`src/rtl/angle_trk_pkg.sv`:
```
package angle_trk_pkg;
  localparam int unsigned RES_CODES = 4;
  localparam int unsigned RES_STEP  = 2;

  typedef enum logic [1:0] {
    RES_10 = 2'b00,
    RES_12 = 2'b01,
    RES_14 = 2'b10,
    RES_16 = 2'b11
  } res_sel_e;

  // number of zero-filled low bits for a resolution code
  function automatic int unsigned res_shift(logic [1:0] sel);
    return (RES_CODES - 1 - int'(sel)) * RES_STEP;
  endfunction
endpackage

```
`src/rtl/angle_pulse_timer.sv`:
```
module angle_pulse_timer #(
  parameter int unsigned LEN = 4
) (
  input  logic clk_i,
  input  logic rst_ni,
  input  logic trig_i,
  output logic active_o
);
  localparam int unsigned CW = $clog2(LEN + 1);
  logic [CW-1:0] cnt_q;

  always_ff @(posedge clk_i or negedge rst_ni) begin
    if (!rst_ni)            cnt_q <= '0;
    else if (trig_i)        cnt_q <= CW'(LEN);
    else if (cnt_q != '0)   cnt_q <= cnt_q - 1'b1;
  end

  assign active_o = (cnt_q != '0);
endmodule

```
`src/rtl/angle_step_unit.sv`:
```
module angle_step_unit #(
  parameter int unsigned ANG_W   = 16,
  parameter int unsigned SHIFT_W = $clog2(ANG_W)
) (
  input  logic               clk_i,
  input  logic               rst_ni,
  input  logic               step_ok_i,
  input  logic               up_i,
  input  logic [SHIFT_W-1:0] shift_i,
  input  logic               load_i,
  input  logic [ANG_W-1:0]   preset_i,
  output logic [ANG_W-1:0]   cnt_d_o,
  output logic [ANG_W-1:0]   cnt_q_o,
  output logic               wrap_o
);
  logic [ANG_W-1:0] cnt_q, lsb, low_mask;

  assign lsb      = {{(ANG_W-1){1'b0}}, 1'b1} << shift_i;
  assign low_mask = lsb - 1'b1;

  always_comb begin
    cnt_d_o = cnt_q;
    wrap_o  = 1'b0;
    if (load_i) begin
      cnt_d_o = preset_i;
    end else if (step_ok_i) begin
      if (up_i) begin
        cnt_d_o = cnt_q + lsb;
        wrap_o  = &(cnt_q | low_mask);
      end else begin
        cnt_d_o = cnt_q - lsb;
        wrap_o  = ((cnt_q & ~low_mask) == '0);
      end
    end
  end

  always_ff @(posedge clk_i or negedge rst_ni) begin
    if (!rst_ni) cnt_q <= '0;
    else         cnt_q <= cnt_d_o;
  end

  assign cnt_q_o = cnt_q;
endmodule

```
`src/rtl/angle_track_counter.sv`:
```
module angle_track_counter #(
  parameter int unsigned ANG_W    = 16,
  parameter int unsigned BUSY_LEN = 4,
  parameter int unsigned RIP_LEN  = 2
) (
  input  logic             clk_i,
  input  logic             rst_ni,
  input  logic [1:0]       res_sel_i,
  input  logic             step_i,
  input  logic             dir_up_i,
  input  logic             in_band_i,
  input  logic             inhibit_ni,
  input  logic             enable_ni,
  input  logic             load_ni,
  input  logic [ANG_W-1:0] angle_i,
  output logic [ANG_W-1:0] angle_o,
  output logic             angle_oe_o,
  output logic             busy_o,
  output logic             dir_o,
  output logic             ripple_no
);
  import angle_trk_pkg::*;
  localparam int unsigned SHIFT_W = $clog2(ANG_W);

  logic [SHIFT_W-1:0] shift;
  logic [ANG_W-1:0]   cnt_d, cnt_q, held_q, out_mask;
  logic step_ok, wrap, inh_q, release_ev, rip_arm_q, rip_act;

  assign shift    = SHIFT_W'(res_shift(res_sel_i));
  assign out_mask = ~(({{(ANG_W-1){1'b0}}, 1'b1} << shift) - 1'b1);
  assign step_ok  = step_i & ~in_band_i & load_ni;

  angle_step_unit #(.ANG_W(ANG_W), .SHIFT_W(SHIFT_W)) u_step (
    .clk_i     (clk_i),
    .rst_ni    (rst_ni),
    .step_ok_i (step_ok),
    .up_i      (dir_up_i),
    .shift_i   (shift),
    .load_i    (~load_ni),
    .preset_i  (angle_i),
    .cnt_d_o   (cnt_d),
    .cnt_q_o   (cnt_q),
    .wrap_o    (wrap)
  );

  always_ff @(posedge clk_i or negedge rst_ni) begin
    if (!rst_ni) begin
      held_q    <= '0;
      inh_q     <= 1'b1;
      dir_o     <= 1'b1;
      rip_arm_q <= 1'b0;
    end else begin
      if (inhibit_ni) held_q <= cnt_d;
      inh_q     <= inhibit_ni;
      rip_arm_q <= wrap;
      if (step_ok) dir_o <= dir_up_i;
    end
  end

  assign release_ev = inhibit_ni & ~inh_q;

  angle_pulse_timer #(.LEN(BUSY_LEN)) u_busy (
    .clk_i    (clk_i),
    .rst_ni   (rst_ni),
    .trig_i   (step_ok | release_ev),
    .active_o (busy_o)
  );

  // ripple trails busy by one cycle
  angle_pulse_timer #(.LEN(RIP_LEN)) u_ripple (
    .clk_i    (clk_i),
    .rst_ni   (rst_ni),
    .trig_i   (rip_arm_q),
    .active_o (rip_act)
  );

  assign ripple_no  = ~rip_act;
  assign angle_o    = (inhibit_ni ? cnt_q : held_q) & out_mask;
  assign angle_oe_o = ~enable_ni & load_ni;
endmodule

```
`config.mk`:
```
export PLATFORM = sky130hd
export DESIGN_NAME = angle_track_counter
export DESIGN_NICKNAME = d
export VERILOG_FILES = /design/src/rtl/angle_trk_pkg.sv /design/src/rtl/angle_pulse_timer.sv /design/src/rtl/angle_step_unit.sv /design/src/rtl/angle_track_counter.sv
export SDC_FILE = /design/constraint.sdc
export NUM_CORES = 1
export LEC_CHECK = 0
export BUFFER_PORTS_ARGS = -buffer_cell sky130_fd_sc_hd__buf_2
export CAP_MARGIN = 10
export CORE_UTILIZATION = 57
export CTS_CLUSTER_DIAMETER = 60
export DETAILED_ROUTE_END_ITERATION = 6
export GPL_TIMING_DRIVEN = 0
export PLACE_DENSITY = 0.8
export SLEW_MARGIN = 10
export SYNTH_ARGS = -nofsm -noshare
export SYNTH_HDL_FRONTEND = slang
export SYNTH_SLANG_ARGS = --single-unit
```
`constraint.sdc`:
```
create_clock -name clk_i -period 2.8 [get_ports clk_i]
set_clock_uncertainty 0.05 [all_clocks]
set_input_delay 0.56 -clock clk_i [delete_from_list [all_inputs] [get_ports clk_i]]
set_output_delay 0.56 -clock clk_i [all_outputs]
set_load 0.01 [all_outputs]
```
==> flow_metrics.tcl <==
set metrics [dict create \
    antennaDiodeCount 0 \
    vias 2918 \
    worstSkewPairLatency_ns 0.30 \
    layout_commonest_cell "nor2_1" \
    grt_pass1_vias 2717 \
    dp.cells 468 \
    fin_crit_sh_pct 98.69 \
    dr.pass1.iters 5 \
    cts.path.max_buffers 2 \
    dieArea_mm2 0.005529 \
    avgViaCountPerCell 6.004 \
    root_buffer "clkbuf_8" \
    portBuffers 43 \
    drtAntennaViolNets 0 \
    fmax_ghz 0.3619 \
    fin_area_mm2 0.003632 \
    start_util_pct 61.15 \
    cts_buffers 5 \
    synth_top_area_cell "dfrtp_1" \
    yosys_register_bits 40 \
    setup_slack_ns 0.03670 \
    ys.flop_type "dfrtp_1" \
    critPathLaunchType "input port" \
    synthDistinctLibCells 52 \
    clk_pin_slew_worst_paths_ns 0.09 \
    cts.sinks 40 \
    ir_drop_mv 0.3005 \
    fin_hold_ws_ns 0.3170 \
    synth_top_area_share_pct 31.87 \
    place.gp.congestion 0.9304 \
    instances_no_fill 486 \
    place_area_mm2 0.003356 \
    drv_slew 0 \
    grt_usage_pct 32.30 \
    antenna_found_initial 0 \
    power_mw 2.165 \
    worst_slew_pin_slew_ns 0.9113 \
    syn_nets 405 \
    p_leak_nw 1.719 \
    io_pins 46 \
    seq_area_frac_synth_pct 33.63 \
    synth_warnings 0 \
    syn_area_per_cell_um2 8.336 \
    drt-initial-drc-count 218 \
    end_kind "flop" \
    final_cell_mix "48 x nor2_1, 44 x buf_2, 41 x nand2_1, 38 x dfrtp_1, 28 x a21oi_1" \
    core.rowCount 25 \
    fp.dieH_um 74.36 \
    post-place-ws_ns -0.5431 \
    syn_inst 358 \
    layout-drive-gt1-share_pct 23.87 \
    async_flop_share_pct 100.0 \
    final_net_count 465 \
    wl_per_cell_um 17.13 \
    cts_tree "done" \
    crit_type "input port to flop" \
    setup_viol 0 \
    globalRoute.busiestLayer "met2" \
    synth_area_mm2 0.002984 \
    drt_wl_total_um 8323 \
    rsz0062_at_grt "true" \
    dp_hpwl_um 6103 \
    fin_crit_ns 2.763 \
    use_met2_pct 52.22 \
    slew_headroom_pct 39.24 \
    grt_pass1_wl_um 13200 \
    die_w_um 74.36 \
    grt_util_met3_pct 6.098 \
    hold_class "input port to flop" \
    cts_max_level 2 \
    powerDensity_mw_per_mm2 596.0 \
    grt_max_degree 41 \
    grt-ovfl-total 0 \
    synth_edf_count 0 \
    use_met1_pct 42.22 \
    fillers 392 \
    status "complete, no violations" \
    core_area_mm2 0.004880 \
    hold_viol 0 \
    cp_data_arrival_time_ns 2.86 \
    synthTopCellsByArea "dfrtp_1 32%, ha_1 8.4%, nor2_1 6.0%, nand2_1 5.3%, a21oi_1 5.0%" \
    worst_ep_required_time_ns 2.90 \
    drc 0 \
    maxCapViolCount 0 \
    crit_fanout 6 \
    area_growth_syn_to_layout_pct 21.72 \
]
[power breakdown]
part | internal [mW] | switching (mW)
registers | 0.686 | 0.0897
clock network | 0.269 | 0.228
logic | 0.401 | 0.492
total | 1.36 | 0.810
[repair_timing]
item | CTS | global route
hold buffers | 0 | 0
buffers inserted | 4 | 6
pin swaps | 7 | 12
endpoints found under the setup margin | 20 | 16
hold endpoints to repair | 0 | 0
gates resized for setup | 9 | 12
[final timing paths]
check | startpoint | end | slack, ns | cells past startpoint
min in group asynchronous | rst_ni | u_busy.cnt_q[1] | 0.33 | 1
worst min-delay path | inhibit_ni | inh_q | 0.32 | 1
worst max register to register | u_step.cnt_q_o[0] | held_q[12] | 0.30 | 9
worst min register to register | rip_arm_q | u_ripple.cnt_q[0] | 0.38 | 1
worst max-delay path | res_sel_i[0] | held_q[12] | 0.04 | 12
max in group asynchronous | rst_ni | u_step.cnt_q_o[10] | 1.79 | 1
[per-layer routing]
metal	up-vias	wire length [um]	share of wire, %
met5	-	0	0
met1	1403	3648	44
li1	1396	-	-
met3	24	450	5.4
met2	95	3989	48
met4	0	233	2.8
[Yosys cell counts (4+ instances only)]
cell type,number
nor2b_1,8
a21oi_1,30
nand2b_1,7
o21ai_0,13
nor2_1,48
nand2_1,42
dfrtp_1,38
and3_1,4
a21o_1,8
xnor2_1,5
a31oi_1,6
o211ai_1,6
nand3_1,10
mux2i_1,10
clkbuf_1,12
ha_1,20
nor4_1,4
inv_1,20
nand4_1,6
mux2_2,10
[cell families (layout without fill, tap and decap cells)]
kind of cell               after synthesis  count (layout)  share of synthesized area (%)
AOI/OAI and AO/OA                       93              93                          21.05
muxes                                   20              20                          7.128
adders and majority gates               21              21                          9.057
xor gates and xnor gates                 8               8                          2.348
DFF                                     40              40                          33.63
and+or+nand+nor                        140             140                          22.01
buffers and inverters                   36              97                          4.780
[registers in the layout, indices dropped and copies added (netlist names)]
register        count
u_ripple.cnt_q      2
u_step.cnt_q_o     16
held_q             16
u_busy.cnt_q        3
rip_arm_q           1
inh_q               1
dir_o               1
[critical path: stages]
cell and delay (ns):
buf_12 0.11, nand2b_4 0.14, ha_4 0.28, inv_4 0.03, mux2i_2 0.16, ha_1 0.30
nor2b_4 0.16, o211ai_1 0.25, a21oi_2 0.14, o311a_1 0.38, mux2i_2 0.21, a31oi_1 0.11
[cell type report]
type,count,area (um^2),share of cell area [%]
Tap cell,67,83.83,2.308
Clock buffer,5,68.82,1.895
Timing Repair Buffer,53,305.3,8.405
Clock inverter,3,47.55,1.309
Multi-Input combinational cell,282,1953,53.77
Sequential cell,40,1003,27.63
Buffer,16,92.59,2.549
Inverter,20,77.57,2.136
[stage by stage]
stage                     utilization (%)   TNS, ns
after floorplan                         -  -0.03240
after global placement              68.77    -6.639
after detailed placement            68.77    -7.586
after CTS                           72.49         0
after global routing                74.44   -0.1456
final                               74.44         0
(Power assumes the default switching activity.)
